$ cat src/rtl/supmon_pkg.sv
package supmon_pkg;
  localparam int unsigned REG_W = 8;
  localparam logic ADDR_MON_CTRL = 1'b0;
  localparam logic ADDR_RST_SRC  = 1'b1;
  localparam int unsigned CTRL_EN_BIT   = 7;
  localparam int unsigned CTRL_STAT_BIT = 6;
  localparam int unsigned SRC_SEL_BIT   = 1;
  localparam int unsigned SRC_FLAG_BIT  = 0;
endpackage

$ cat src/rtl/supmon_sync.sv
module supmon_sync #(
  parameter int unsigned STAGES  = 2,
  parameter logic        RST_VAL = 1'b0
) (
  input  logic clk,
  input  logic arst_n,
  input  logic d_i,
  output logic q_o
);
  logic [STAGES-1:0] stage_q;

  generate
    if (STAGES == 1) begin : g_one
      always_ff @(posedge clk or negedge arst_n) begin
        if (!arst_n) stage_q <= RST_VAL;
        else         stage_q <= d_i;
      end
    end else begin : g_many
      always_ff @(posedge clk or negedge arst_n) begin
        if (!arst_n) stage_q <= {STAGES{RST_VAL}};
        else         stage_q <= {stage_q[STAGES-2:0], d_i};
      end
    end
  endgenerate

  assign q_o = stage_q[STAGES-1];
endmodule

$ cat src/rtl/supmon_settle.sv
module supmon_settle #(
  parameter int unsigned CYCLES = 64
) (
  input  logic clk,
  input  logic arst_n,
  input  logic en_i,
  output logic settled_o
);
  localparam int unsigned CW = $clog2(CYCLES + 1);
  localparam logic [CW-1:0] LIMIT = CW'(CYCLES);

  logic [CW-1:0] cnt_q, cnt_d;

  always_comb begin
    cnt_d = cnt_q;
    if (!en_i)              cnt_d = '0;
    else if (cnt_q != LIMIT) cnt_d = cnt_q + 1'b1;
  end

  always_ff @(posedge clk or negedge arst_n) begin
    if (!arst_n) cnt_q <= '0;
    else         cnt_q <= cnt_d;
  end

  assign settled_o = en_i && (cnt_q == LIMIT);
endmodule

$ cat src/rtl/supmon_rst_stretch.sv
module supmon_rst_stretch #(
  parameter int unsigned CYCLES = 8
) (
  input  logic clk,
  input  logic arst_n,
  input  logic trig_i,
  output logic rst_no
);
  localparam int unsigned CW = $clog2(CYCLES + 1);
  localparam logic [CW-1:0] LOAD = CW'(CYCLES);

  logic [CW-1:0] hold_q, hold_d;
  logic          rst_n_q, rst_n_d;

  always_comb begin
    hold_d = hold_q;
    if (trig_i)            hold_d = LOAD;
    else if (hold_q != '0) hold_d = hold_q - 1'b1;
    rst_n_d = (hold_d == '0);
  end

  always_ff @(posedge clk or negedge arst_n) begin
    if (!arst_n) begin
      hold_q  <= LOAD;
      rst_n_q <= 1'b0;
    end else begin
      hold_q  <= hold_d;
      rst_n_q <= rst_n_d;
    end
  end

  assign rst_no = rst_n_q;
endmodule

$ cat src/rtl/supmon_rst_ctrl.sv
module supmon_rst_ctrl
  import supmon_pkg::*;
#(
  parameter int unsigned SETTLE_CYC  = 64,
  parameter int unsigned STRETCH_CYC = 8,
  parameter int unsigned SYNC_STAGES = 2
) (
  input  logic             clk,
  input  logic             por_n,
  input  logic             cmp_above_i,
  input  logic             swrst_req_i,
  input  logic             reg_wr_i,
  input  logic             reg_addr_i,
  input  logic [REG_W-1:0] reg_wdata_i,
  output logic [REG_W-1:0] reg_rdata_o,
  output logic             core_rst_no
);
  logic arst_n;
  logic above_s;
  logic settled;
  logic en_q, en_d;
  logic sel_q, sel_d;
  logic pwrfail_q, pwrfail_d;
  logic wr_ctrl, wr_src, sel_req, mon_ready, early_sel, mon_fail, rst_trig;

  // power-on reset: asserted at once, released on the clock
  supmon_sync #(.STAGES(2), .RST_VAL(1'b0)) u_por_sync (
    .clk(clk), .arst_n(por_n), .d_i(1'b1), .q_o(arst_n)
  );

  supmon_sync #(.STAGES(SYNC_STAGES), .RST_VAL(1'b0)) u_cmp_sync (
    .clk(clk), .arst_n(arst_n), .d_i(cmp_above_i), .q_o(above_s)
  );

  supmon_settle #(.CYCLES(SETTLE_CYC)) u_settle (
    .clk(clk), .arst_n(arst_n), .en_i(en_q), .settled_o(settled)
  );

  assign wr_ctrl   = reg_wr_i && (reg_addr_i == ADDR_MON_CTRL);
  assign wr_src    = reg_wr_i && (reg_addr_i == ADDR_RST_SRC);
  assign sel_req   = wr_src && reg_wdata_i[SRC_SEL_BIT];
  assign mon_ready = en_q && settled;
  assign early_sel = sel_req && !mon_ready;
  assign mon_fail  = en_q && sel_q && !above_s;
  assign rst_trig  = mon_fail || early_sel || swrst_req_i;

  always_comb begin
    en_d      = en_q;
    sel_d     = sel_q;
    pwrfail_d = pwrfail_q;
    if (wr_ctrl)                en_d  = reg_wdata_i[CTRL_EN_BIT];
    if (wr_src && !early_sel)   sel_d = reg_wdata_i[SRC_SEL_BIT];
    if (mon_fail)                       pwrfail_d = 1'b1;
    else if (early_sel || swrst_req_i)  pwrfail_d = 1'b0;
  end

  always_ff @(posedge clk or negedge arst_n) begin
    if (!arst_n) begin
      en_q      <= 1'b1;
      sel_q     <= 1'b0;
      pwrfail_q <= 1'b1;
    end else begin
      en_q      <= en_d;
      sel_q     <= sel_d;
      pwrfail_q <= pwrfail_d;
    end
  end

  supmon_rst_stretch #(.CYCLES(STRETCH_CYC)) u_stretch (
    .clk(clk), .arst_n(arst_n), .trig_i(rst_trig), .rst_no(core_rst_no)
  );

  always_comb begin
    reg_rdata_o = '0;
    if (reg_addr_i == ADDR_MON_CTRL) begin
      reg_rdata_o[CTRL_EN_BIT]   = en_q;
      reg_rdata_o[CTRL_STAT_BIT] = above_s;
    end else begin
      reg_rdata_o[SRC_SEL_BIT]  = sel_q;
      reg_rdata_o[SRC_FLAG_BIT] = pwrfail_q;
    end
  end
endmodule

$ cat config.mk
export PLATFORM = sky130hd
export DESIGN_NAME = supmon_rst_ctrl
export DESIGN_NICKNAME = d
export VERILOG_FILES = /design/src/rtl/supmon_pkg.sv /design/src/rtl/supmon_sync.sv /design/src/rtl/supmon_settle.sv /design/src/rtl/supmon_rst_stretch.sv /design/src/rtl/supmon_rst_ctrl.sv
export SDC_FILE = /design/constraint.sdc
export NUM_CORES = 1
export LEC_CHECK = 0
export ABC_AREA = 1
export BUFFER_PORTS_ARGS = -buffer_cell sky130_fd_sc_hd__clkbuf_2
export CAP_MARGIN = 20
export CORE_ASPECT_RATIO = 1.4
export CORE_MARGIN = 2
export CORE_UTILIZATION = 35
export CTS_CLUSTER_SIZE = 8
export DETAILED_ROUTE_END_ITERATION = 10
export PLACE_DENSITY = 0.54
export SYNTH_ARGS = -nofsm -noshare
export SYNTH_HDL_FRONTEND = slang
export SYNTH_SLANG_ARGS = --single-unit
$ cat constraint.sdc
create_clock -name clk -period 3 [get_ports clk]
set_clock_uncertainty 0.15 [all_clocks]
set_input_delay 0.3 -clock clk [delete_from_list [all_inputs] [get_ports clk]]
set_output_delay 0.3 -clock clk [all_outputs]
set_load 0.05 [all_outputs]
---- Word level (Yosys, flattened, before mapping) ----
Cells that the tools add are included.
word-level totals
  register bits after elaboration ......... 19
  output and inout port bits .............. 9
  input port bits ......................... 14
  logic and storage cells ................. 40
cells by class
  multiplexer cells ....................... 8
  eq/ne operators ......................... 3
  bitwise operators ....................... 1
  reduce and logical (&&, ||, !) cells .... 18
  $add $sub $neg .......................... 2
operators by type and width
  cell                                                                     count
  7-bit two-way mux                                                        2
  1-bit logical AND                                                        9
  4-bit two-way mux                                                        2
  7-bit by 1-bit adder with 7-bit output, second input constant            1
  7-bit equality test, second input constant                               1
  7-bit inequality test, second input constant                             1
  4-bit zero test                                                          1
  2-bit two-way mux                                                        2
  4-bit nonzero test                                                       1
  4-bit by 1-bit subtractor with 4-bit output, second input constant       1
  1-bit zero test                                                          3
  1-bit logical OR                                                         3
  1-bit two-way mux                                                        2
  2-bit by 1-bit inequality test with 1-bit output, second input constant  1
  2-bit nonzero test                                                       1
  1-bit inverter                                                           1

---- Logic depth before layout (Yosys ltp) ----
Gate-level depths: netlist of run 1.
  depth after elaboration ................. 9
  depth in mapped cells ................... 9
  mapped depth without buffers ............ 9

---- By module ----
From an unflattened synthesis of run 1, not the netlist that was laid out.
second synthesis, totals
  cells, all modules ...................... 128
  area total of the unflattened synthesis .. 999.7 um2
modules (own cells, without submodules)
  module              area each (um2)  instances  cells an instance  seq. area each (um2)
  supmon_settle       394.1            1          53                 175.2
  supmon_rst_stretch  270.3            1          35                 126.4
  supmon_rst_ctrl     235.2            1          36                 77.6
  supmon_sync         50.0             2          2                  50.0

---- Worst setup path before layout of run 1 ----
Ideal clock, no wire load.
  path kind ............................... flip-flop to output port
  from .................................... register en_q
  to ...................................... output reg_rdata_o[7]
  required time ........................... 2.550 ns
  arrival ................................. 1.344 ns
  setup slack ............................. 1.206 ns
  path buffers ............................ 1
  stages on the path, launching flop included .. 4
  cell sequence ........................... dfstp_2 buf_6 inv_1 nor2_1
between the ends
  longest elaborated chain between the ends .. 1
ends and longest elaborated chain
  item                      RTL line               text
  start: declaration        supmon_rst_ctrl.sv:21  logic en_q, en_d;
  start signal: assignment  supmon_rst_ctrl.sv:63  en_q <= en_d;
  2-bit two-way mux         supmon_rst_ctrl.sv:75  if (reg_addr_i == ADDR_MON_CTRL) begin
  end: declaration          supmon_rst_ctrl.sv:15  output logic [REG_W-1:0] reg_rdata_o,
No other way between the ends.

---- Worst setup path after layout of run 1 ----
Ends and elaborated chain as after synthesis.

==> results of run 1 <==
==> metal layers <==
layer	track usage, %	vias to the layer above	part of all wire [%]
met3	1.29	4	2.2
met2	22.7	9	57
met4	7.29	0	1.5
met1	12.0	347	39
met5	0	-	0
li1	-	384	-
==> final cells by class <==
| class | instances | area, um^2 | share of cell area (%) |
|---|---|---|---|
| clock inverter | 1 | 5.00 | 0.422 |
| sequential | 19 | 479 | 40.4 |
| inverter | 20 | 75.1 | 6.33 |
| tap | 37 | 46.3 | 3.90 |
| multi-input combinational | 74 | 459 | 38.7 |
| timing repair buffer | 14 | 80.1 | 6.75 |
| clock buffer | 3 | 41.3 | 3.48 |
==> where the power goes <==
group	switching, mW	internal [mW]
combinational	0.145	0.0848
clock	0.0847	0.0923
sequential	0.0403	0.295
total	0.270	0.473
==> cells by family (layout without fill, tap and decap cells) <==
group | count (synthesis) | count (layout) | share of synthesized area, %
AOI/OAI and AO/OA | 15 | 15 | 8.99
buffers and inverters | 25 | 38 | 11.2
and+or+nand+nor | 50 | 50 | 28.8
other | 2 | 5 | 0.720
xor gates and xnor gates | 1 | 1 | 0.839
adders and majority gates | 3 | 3 | 3.60
DFF | 19 | 19 | 45.9
==> state kept, by name (all words and copies together) (netlist names) <==
register            count
u_cmp_sync.stage_q      2
pwrfail_q               1
u_stretch.hold_q        4
u_stretch.rst_no        1
en_q                    1
u_por_sync.stage_q      2
u_settle.cnt_q          7
sel_q                   1
==> worst max path at each step <==
stage / end / slack, ns / cells past startpoint
2_1_floorplan: reg_rdata_o[7] / 1.21 / 3
3_3_place_gp: reg_rdata_o[7] / 1.41 / 3
3_5_place_dp: reg_rdata_o[7] / 1.41 / 3
4_1_cts: reg_rdata_o[7] / 1.12 / 3
5_1_grt: reg_rdata_o[7] / 1.06 / 3
6_report: reg_rdata_o[7] / 1.13 / 3
==> layout by cell type, fill, tap and decap left out, types with 3 or more instances in the layout <==
cell / n
dfrtp_1: 16
a21oi_1: 5
ha_1: 3
dfstp_2: 3
clkbuf_2: 12
nand2_1: 16
conb_1: 5
clkbuf_8: 3
nor2_4: 3
nor2_1: 9
nand3_1: 10
o21ai_0: 6
inv_1: 19
nand2_2: 3
==> cell usage after synthesis, drive strengths merged <==
| master | number | area, um^2 |
|---|---|---|
| nand2 | 22 | 121 |
| inv | 20 | 75.1 |
| dfrtp | 16 | 400 |
| nor2 | 13 | 73.8 |
| nand3 | 12 | 70.1 |
| o21ai | 8 | 40.0 |
| a21oi | 5 | 25.0 |
| buf | 5 | 41.3 |
| dfstp | 3 | 78.8 |
| ha | 3 | 37.5 |
| conb | 2 | 7.51 |
| nand4 | 2 | 27.5 |
| a31oi | 1 | 21.3 |
| and3 | 1 | 7.51 |
| o31ai | 1 | 7.51 |
| xor2 | 1 | 8.76 |
==> worst min-delay path: stages <==
cell and delay (ns):
clkbuf_2 0.08, nor2_1 0.09, a21oi_1 0.05
==> through the flow <==
| step | setup slack (ns) | cell area, um^2 | power [mW] | cells | hold slack, ns |
|---|---|---|---|---|---|
| 3_3_place_gp | 1.41 | 1120 | 0.560 | 162 | -0.0635 |
| 5_1_grt | 1.06 | 1190 | 0.793 | 168 | 0.162 |
| 3_5_place_dp | 1.41 | 1120 | 0.573 | 162 | -0.0633 |
| 4_1_cts | 1.12 | 1190 | 0.753 | 168 | 0.105 |
| 6_report | 1.13 | 1190 | 0.743 | 168 | 0.109 |
| 2_1_floorplan | 1.21 | 1050 | 0.531 | 118 | -0.146 |
==> qor.txt, run 1 <==
CTS Root Cell: clkbuf_8
total wire length: 1720 um
Hold Path Stages: 3
post_cts resized: 0
Worst Reg-to-Reg Cells: 9
worst reg-to-reg setup slack: 1.42 ns
Setup crit start: en_q$_DFFE_PN1P_
initial antenna violation count: 0
clk slew on worst S/H paths: 0.07 ns
# setup viols final: 0
register bit total from synthesis: 19
Crit path max-delay family: flip-flops
pin count of the biggest net entering global routing: 18
Ports: 23
Max-Cap Viols: 0
CTS Sinks: 19
period utilization: 62.2%
IO buf count: 12
Core ar.: 2850 um^2
hold_sp: reg_wdata_i[7]
TritonCTS Buffers: 3
Reg-to-Reg End: u_stretch.rst_no$_DFF_PN0_
CTS tree: done
initial core utilization: 36.6%
GPL Wtd Cong: 0.672
Hold Fails Final Rpt: 0
HP Class: in -> reg
diode count: 0
relative slew slack: 55.6%
number of setup buffers added after CTS: 0
f_max: 536 MHz
FF-to-FF Start: u_settle.cnt_q[0]$_DFFE_PN0P_
via count: 744
PwrDens: 626 nW/um^2
DRT Pass-1 Iters: 4
outcome: complete, no violations
cell at the slowest stage of the critical path: dfstp_2
routed vias/inst: 4.43
min cycle time layout: 1.87 ns
hold endpoint: en_q$_DFFE_PN1P_
Slew Viols, Final: 0
CP Max Fanout: 10
die area: 3440 um^2
Seq/Total Area, Yosys: 45.9%
final cell utilization of the core: 41.6%
syn_area_per_cell: 9.07 um^2
Clk Latency, worst-skew pair: 0.25 ns
CP bufs+invs: 2
DRC Markers: 0
synth warn: 0
hold_buf cts: 2
aggregate global-route resource usage: 11.8%
WL per Instance: 10.2 um
HPWL Detailed: 1390 um
crit path kind: reg -> out
chip height: 68.6 um
Filler Cell Count: 285
Largest stage delay, worst path: 0.68 ns
Net count, final: 149
first-pass GRT wire length: 2990 um
DIE WIDTH: 50.1 um
GRT overflow: 0
crit-path cells: inv_1, nor2_1, clkbuf_2
row count: 23
Leakage: 0.618 nW
Post-Route Setup TNS: 0 ns
RSZ-0062 raised after global routing: false
Worst Path Arrival: 1.42 ns
number of DRC markers in iteration 0: 19
CTS max path bufs: 2
layout cell share with drive strength beyond 1: 26.7%
Area Growth Syn to Fin: 13.7%
Setup crit start kind: flip-flop
VDD IR-drop max: 0.256 mV
worst slew pin tran: 0.666 ns
number of antenna-violating nets in the routed design: 0
vias in the first global route: 722
CP endpoint kind: output port
critical path required time: 2.55 ns
synth unique cells: 26
Syn Std Cell Area: 1040 um^2
H-Tree Depth: 1
Synth Instances: 115
Note: power is estimated with default switching activity, not from simulation.
==> inputs of run 2 (changes only) <==
Settings changed: PLACE_DENSITY 0.54 to 0.56.
Clock period 3 ns to 1.55 ns, I/O delays scaled along.
==> run 2 against run 1 <==
  * Sequential share of layout area decreased by 4.6 points
  * Worst setup slack got worse by 1.1 ns
  * Power increased by 110%
  * Non-clock buffer count increased by 11
  * Cell area increased by 13%
  * Wire length increased by 12%
  * Flip-flop and latch count unchanged
==> qor.txt, run 2 (synthesis gave the netlist of run 1 again) <==
CTS max path bufs: 2
initial antenna violation count: 0
Non-Filler Instances: 179
Setup crit start kind: flip-flop
Clk Latency, worst-skew pair: 0.25 ns
Filler Cell Count: 266
Largest stage delay, worst path: 0.55 ns
Tot Pwr: 1.59 mW
via count: 795
layout cell share with drive strength beyond 1: 38.0%
CTS tree: done
TritonCTS Buffers: 3
cell at the slowest stage of the critical path: dfstp_2
HPWL Detailed: 1410 um
diode count: 0
Post-Route Setup TNS: 0 ns
vias in the first global route: 740
critical path required time: 1.24 ns
chip height: 68.6 um
# setup viols final: 0
number of antenna-violating nets in the routed design: 0
CTS Sinks: 19
pin count of the biggest net entering global routing: 11
PwrDens: 1190 nW/um^2
die area: 3440 um^2
CTS Root Cell: clkbuf_8
clk slew on worst S/H paths: 0.07 ns
row count: 23
Worst Reg-to-Reg Cells: 3
period utilization: 96.7%
DIE WIDTH: 50.1 um
Net count, final: 160
Combinational Power Share: 39.2%
top layer in use: met4
Clock Power Share: 21.5%
max reg flops: 7
Switching Fraction: 36.3%
first-pass GRT wire length: 3150 um
crit path kind: reg -> out
number of DRC markers in iteration 0: 14
DRC Markers: 0
Reg area: 479 um^2
GRT overflow: 0
placed cells: 167
min cycle time layout: 1.50 ns
DRT Pass-1 Iters: 3
Switch Pwr: 0.578 mW
part of the power in registers: 39.3%
Core ar.: 2850 um^2
Ports: 23
Power Internal: 1.01 mW
GPL Wtd Cong: 0.712
WL per Instance: 10.8 um
Hold Fails Final Rpt: 0
routed vias/inst: 4.44
f_max: 668 MHz
IO buf count: 12
Hold Path Stages: 3
Max-Cap Viols: 0
met1 wire length: 769 um
Worst Path Arrival: 1.19 ns
Area Growth Syn to Fin: 28.3%
initial core utilization: 36.6%
total wire length: 1930 um
VDD IR-drop max: 0.668 mV
met3 WL: 39 um
Slew Viols, Final: 0
most frequent cells in the layout: inv_1, dfrtp_1, nand2_1
aggregate global-route resource usage: 12.2%
placed cell areas: 1160 um^2
H-Tree Depth: 1
metal2 WL: 1100 um
outcome: complete, no violations
CP endpoint kind: output port
HP Class: in -> reg
Biggest register: u_settle.cnt_q
CP Max Fanout: 3
crit-path cells: inv_1, nor2_2, clkbuf_8
Largest regs: u_settle.cnt_q (7), u_stretch.hold_q (4)
post-route cell area: 1340 um^2
Leakage: 0.671 nW
final cell utilization of the core: 47.0%
area of the multi-input gates: 514 um^2
## run 2: changes by cell type in the layout (fill, tap and decap cells not counted), moves of 3 or more
cell           before  now
buf_4               0    8
dlygate4sd3_1       2    5
inv_1              19   16
inv_2               1    4
## run 2: critical path, delay by kind of cell (launching register included)
kind / cells / cell delay, ns
flip-flops: 1 / 0.55
buffers and inverters: 2 / 0.27
AND/OR/NAND/NOR: 1 / 0.12
## run 2: layout make-up
| type | instances | area share (%) |
|---|---|---|
| tap | 37 | 3.46 |
| clock buffer | 4 | 3.36 |
| inverter | 20 | 5.61 |
| multi-input combinational | 74 | 38.4 |
| timing repair buffer | 25 | 13.4 |
| sequential | 19 | 35.8 |
## run 2: power by group through the flow
stage / Sequential, mW / Clock (mW) / Combinational [mW]
after CTS: 0.619 / 0.353 / 0.542
after detailed placement: 0.637 / 0 / 0.500
after floorplan: 0.647 / 0 / 0.381
after global placement: 0.635 / 0 / 0.489
after global routing: 0.637 / 0.369 / 0.686
final: 0.626 / 0.342 / 0.624
## run 2: worst paths after layout
check | slack [ns] | to | from
worst min register to register | 0.08 | en_q$_DFFE_PN1P_ | u_por_sync.stage_q[1]$_DFF_PN0_
max in group asynchronous | 0.46 | u_stretch.hold_q[0]$_DFF_PN0_ | u_por_sync.stage_q[1]$_DFF_PN0_
min in group asynchronous | 0.07 | u_por_sync.stage_q[0]$_DFF_PN0_ | por_n
worst max-delay path | 0.05 | reg_rdata_o[7] | en_q$_DFFE_PN1P_
worst max register to register | 0.05 | en_q$_DFFE_PN1P_ | en_q$_DFFE_PN1P_
worst min-delay path | 0.01 | sel_q$_DFFE_PN0P_ | reg_wdata_i[1]
## run 2: layer usage
layer  GRT usage (%)  vias up
li1                -      406
met1            14.0      379
met2            21.7        8
met3            1.29        2
met4            7.29        0
met5               0        -
## run 2: what timing repair did
| item | CTS | global route |
|---|---|---|
| resized for setup | 2 | 14 |
| buffers inserted | 2 | 1 |
| hold endpoints to repair | 10 | 0 |
| hold buffers | 5 | 0 |
| cloned | 0 | 0 |
| pin swaps | 0 | 4 |
| setup endpoints to repair | 1 | 4 |
## run 2: stage by stage
step	worst slack [ns]	hold WS, ns
floorplan	0.119	-0.291
global placement	0.0588	-0.208
detailed placement	0.0233	-0.206
CTS	0.00733	0.00989
global route	-0.0120	0.0330
finish	0.0519	0.00953
==> inputs of run 3 (changes only) <==
Settings changed: SYNTH_HIERARCHICAL set to 1.
==> run 3 against run 2 <==
  * The run now ends with negative hold slack, negative setup slack left
  * Clock power down 30%
  * Synthesized area fell by 4.2%
  * Sequential share of layout area decreased by 2.8 points
  * First-iteration DRC count rose by 64%
  * Count of clock-buffer cells in the layout down 1
  * Core utilization increased by 7.4 points
  * Cell area is 8.5% higher
  * Global-route usage grew 2.6 points
  * Critical path type is now reg -> reg
  * Critical endpoint is now u_stretch/rst_no$_DFF_PN0_
==> qor.txt, run 3 <==
CTS max path bufs: 2
Syn Std Cell Area: 1000 um^2
Non-Filler Instances: 208
Clk Latency, worst-skew pair: 0.29 ns
Synth Instances: 128
synth unique cells: 21
clk slew on worst S/H paths: 0.10 ns
Area Growth Syn to Fin: 45.3%
initial antenna violation count: 0
register bit total from synthesis: 19
CTS tree: done
Largest regs: u_settle/cnt_q (7), u_stretch/hold_q (4)
number of DRC markers in iteration 0: 23
Synth area leader: dfrtp_1
period utilization: 110%
Post-Route Setup TNS: -0.594 ns
ys flop type: dfrtp_1
f_max: 585 MHz
Seq/Total Area, Yosys: 47.9%
min cycle time layout: 1.71 ns
RSZ-0062 raised after global routing: true
Synth top area share: 40.1%
GRT overflow: 0
count leader, synth: nand2_1
# setup viols final: 8
placed cells: 189
top cells by count, synth: nand2_1, inv_1, nor2_1, dfrtp_1, nand3_1
top cells by area, synth: dfrtp_1, nand2_1, inv_1
pin count of the biggest net entering global routing: 16
Slew Viols, Final: 0
HPWL Detailed: 1580 um
failing checks: negative hold slack, negative setup slack
WL per Instance: 10.8 um
VDD IR-drop max: 0.745 mV
CTS Root Cell: clkbuf_4
PwrDens: 1070 nW/um^2
EDFF count, synth: 0
syn_area_per_cell: 7.81 um^2
H-Tree Depth: 1
initial core utilization: 37.4%
TritonCTS Buffers: 3
IO buf count: 12
synth warn: 6
Worst Path Arrival: 1.75 ns
total wire length: 2240 um
GPL Wtd Cong: 0.827
most frequent cells in the layout: nand2_1, inv_1, nor2_1
die area: 3310 um^2
Max-Cap Viols: 0
HP Class: in -> reg
row count: 22
CTS Sinks: 19
outcome: finished with violations
Async SR Flop Fraction: 100%
via count: 921
routed vias/inst: 4.43
Leakage: 0.791 nW
max reg flops: 7
Biggest register: u_settle/cnt_q
final worst slack: -0.158 ns
Net count, final: 190
Filler Cell Count: 271
Setup crit start kind: flip-flop
CP endpoint kind: flip-flop
hold slack: -0.0515 ns
Hold Fails Final Rpt: 1
DRC Markers: 0
number of antenna-violating nets in the routed design: 0
layout cell share with drive strength beyond 1: 39.0%
Core ar.: 2670 um^2
chip height: 67.2 um
DIE WIDTH: 49.2 um
crit path kind: reg -> reg
vias in the first global route: 956
critical path required time: 1.59 ns
hold_buf cts: 7
Ports: 23
aggregate global-route resource usage: 14.7%
diode count: 0
first-pass GRT wire length: 3750 um
CP Max Fanout: 3
DRT Pass-1 Iters: 5
-- run 3: worst paths after layout --
kind / slack (ns) / cells past startpoint / start / end
max reg2reg: -0.16 / 12 / u_settle/cnt_q[0]$_DFFE_PN0P_ / u_stretch/rst_no$_DFF_PN0_
min in group asynchronous: 0.02 / 2 / por_n / u_por_sync/stage_q[1]$_DFF_PN0_
max: -0.16 / 12 / u_settle/cnt_q[0]$_DFFE_PN0P_ / u_stretch/rst_no$_DFF_PN0_
max in group asynchronous: 0.69 / 1 / u_por_sync/stage_q[1]$_DFF_PN0_ / u_settle/cnt_q[4]$_DFFE_PN0P_
min: -0.05 / 4 / swrst_req_i / pwrfail_q$_DFFE_PN1P_
min reg2reg: 0.06 / 1 / u_por_sync/stage_q[1]$_DFF_PN0_ / u_settle/cnt_q[3]$_DFFE_PN0P_
-- run 3: worst max-delay path, stage by stage (launching register included) --
cell and delay [ns]:
dfrtp_1 0.41, inv_2 0.09, ha_4 0.13, nand2_2 0.05
nand3b_1 0.17, nor2_1 0.10, nand2_1 0.08, nand3_2 0.08
nand2_2 0.06, inv_2 0.10, nand3_2 0.08, nand3_1 0.08
nor2_1 0.04
-- run 3: where the power goes --
group	switching, mW	internal [mW]
clock	0.142	0.0959
combinational	0.365	0.310
sequential	0.0609	0.582
total	0.568	0.987
-- run 3: kinds of logic (layout without fill, tap and decap cells) --
logic type	Yosys count	after routing	share of synthesized area, %
other	2	5	0.751
AO/OA/AOI/OAI	5	5	3.13
XOR/XNOR	1	1	0.876
adder cells (fa/ha/maj)	3	3	3.76
flip-flops	19	19	47.9
buffers and inverters	29	70	12.5
AND/OR/NAND/NOR	69	69	31.0
-- run 3: per-stage QoR --
stage	worst slack, ns	hold WS [ns]	cell area, um^2	util, %	power [mW]
finish	-0.158	-0.0515	1450	54.4	1.56
global route	-0.305	-0.0512	1450	54.4	1.66
CTS	-0.136	-0.0715	1400	52.4	1.51
detailed placement	-0.160	-0.206	1200	44.8	1.17
global placement	-0.123	-0.209	1200	44.8	1.15
floorplan	-0.132	-0.291	1010	-	0.981
-- run 3: cell type report --
type / instances / area, um^2 / share of cell area [%]
clock inverters: 1 / 5.00 / 0.345
inverters: 24 / 92.6 / 6.37
repair buffers: 42 / 338 / 23.3
flip-flops and latches: 19 / 479 / 33.0
multi-input cells: 83 / 470 / 32.4
clock buffers: 3 / 22.5 / 1.55
well taps: 36 / 45.0 / 3.10
-- run 3: what timing repair did --
item                                    CTS  global route
endpoints found under the setup margin    7            10
setup buffers                            10             6
gates resized for setup                   7            21
pin swaps                                 4             7
endpoints found under the hold margin     8             1
-- run 3: routing by layer --
metal / wire length, um / global-route usage [%] / share of wire, %
met3: 27 / 1.33 / 1.2
met1: 819 / 14.6 / 37
met5: 0 / 0 / 0
met2: 1340 / 30.6 / 60
met4: 48 / 6.43 / 2.1
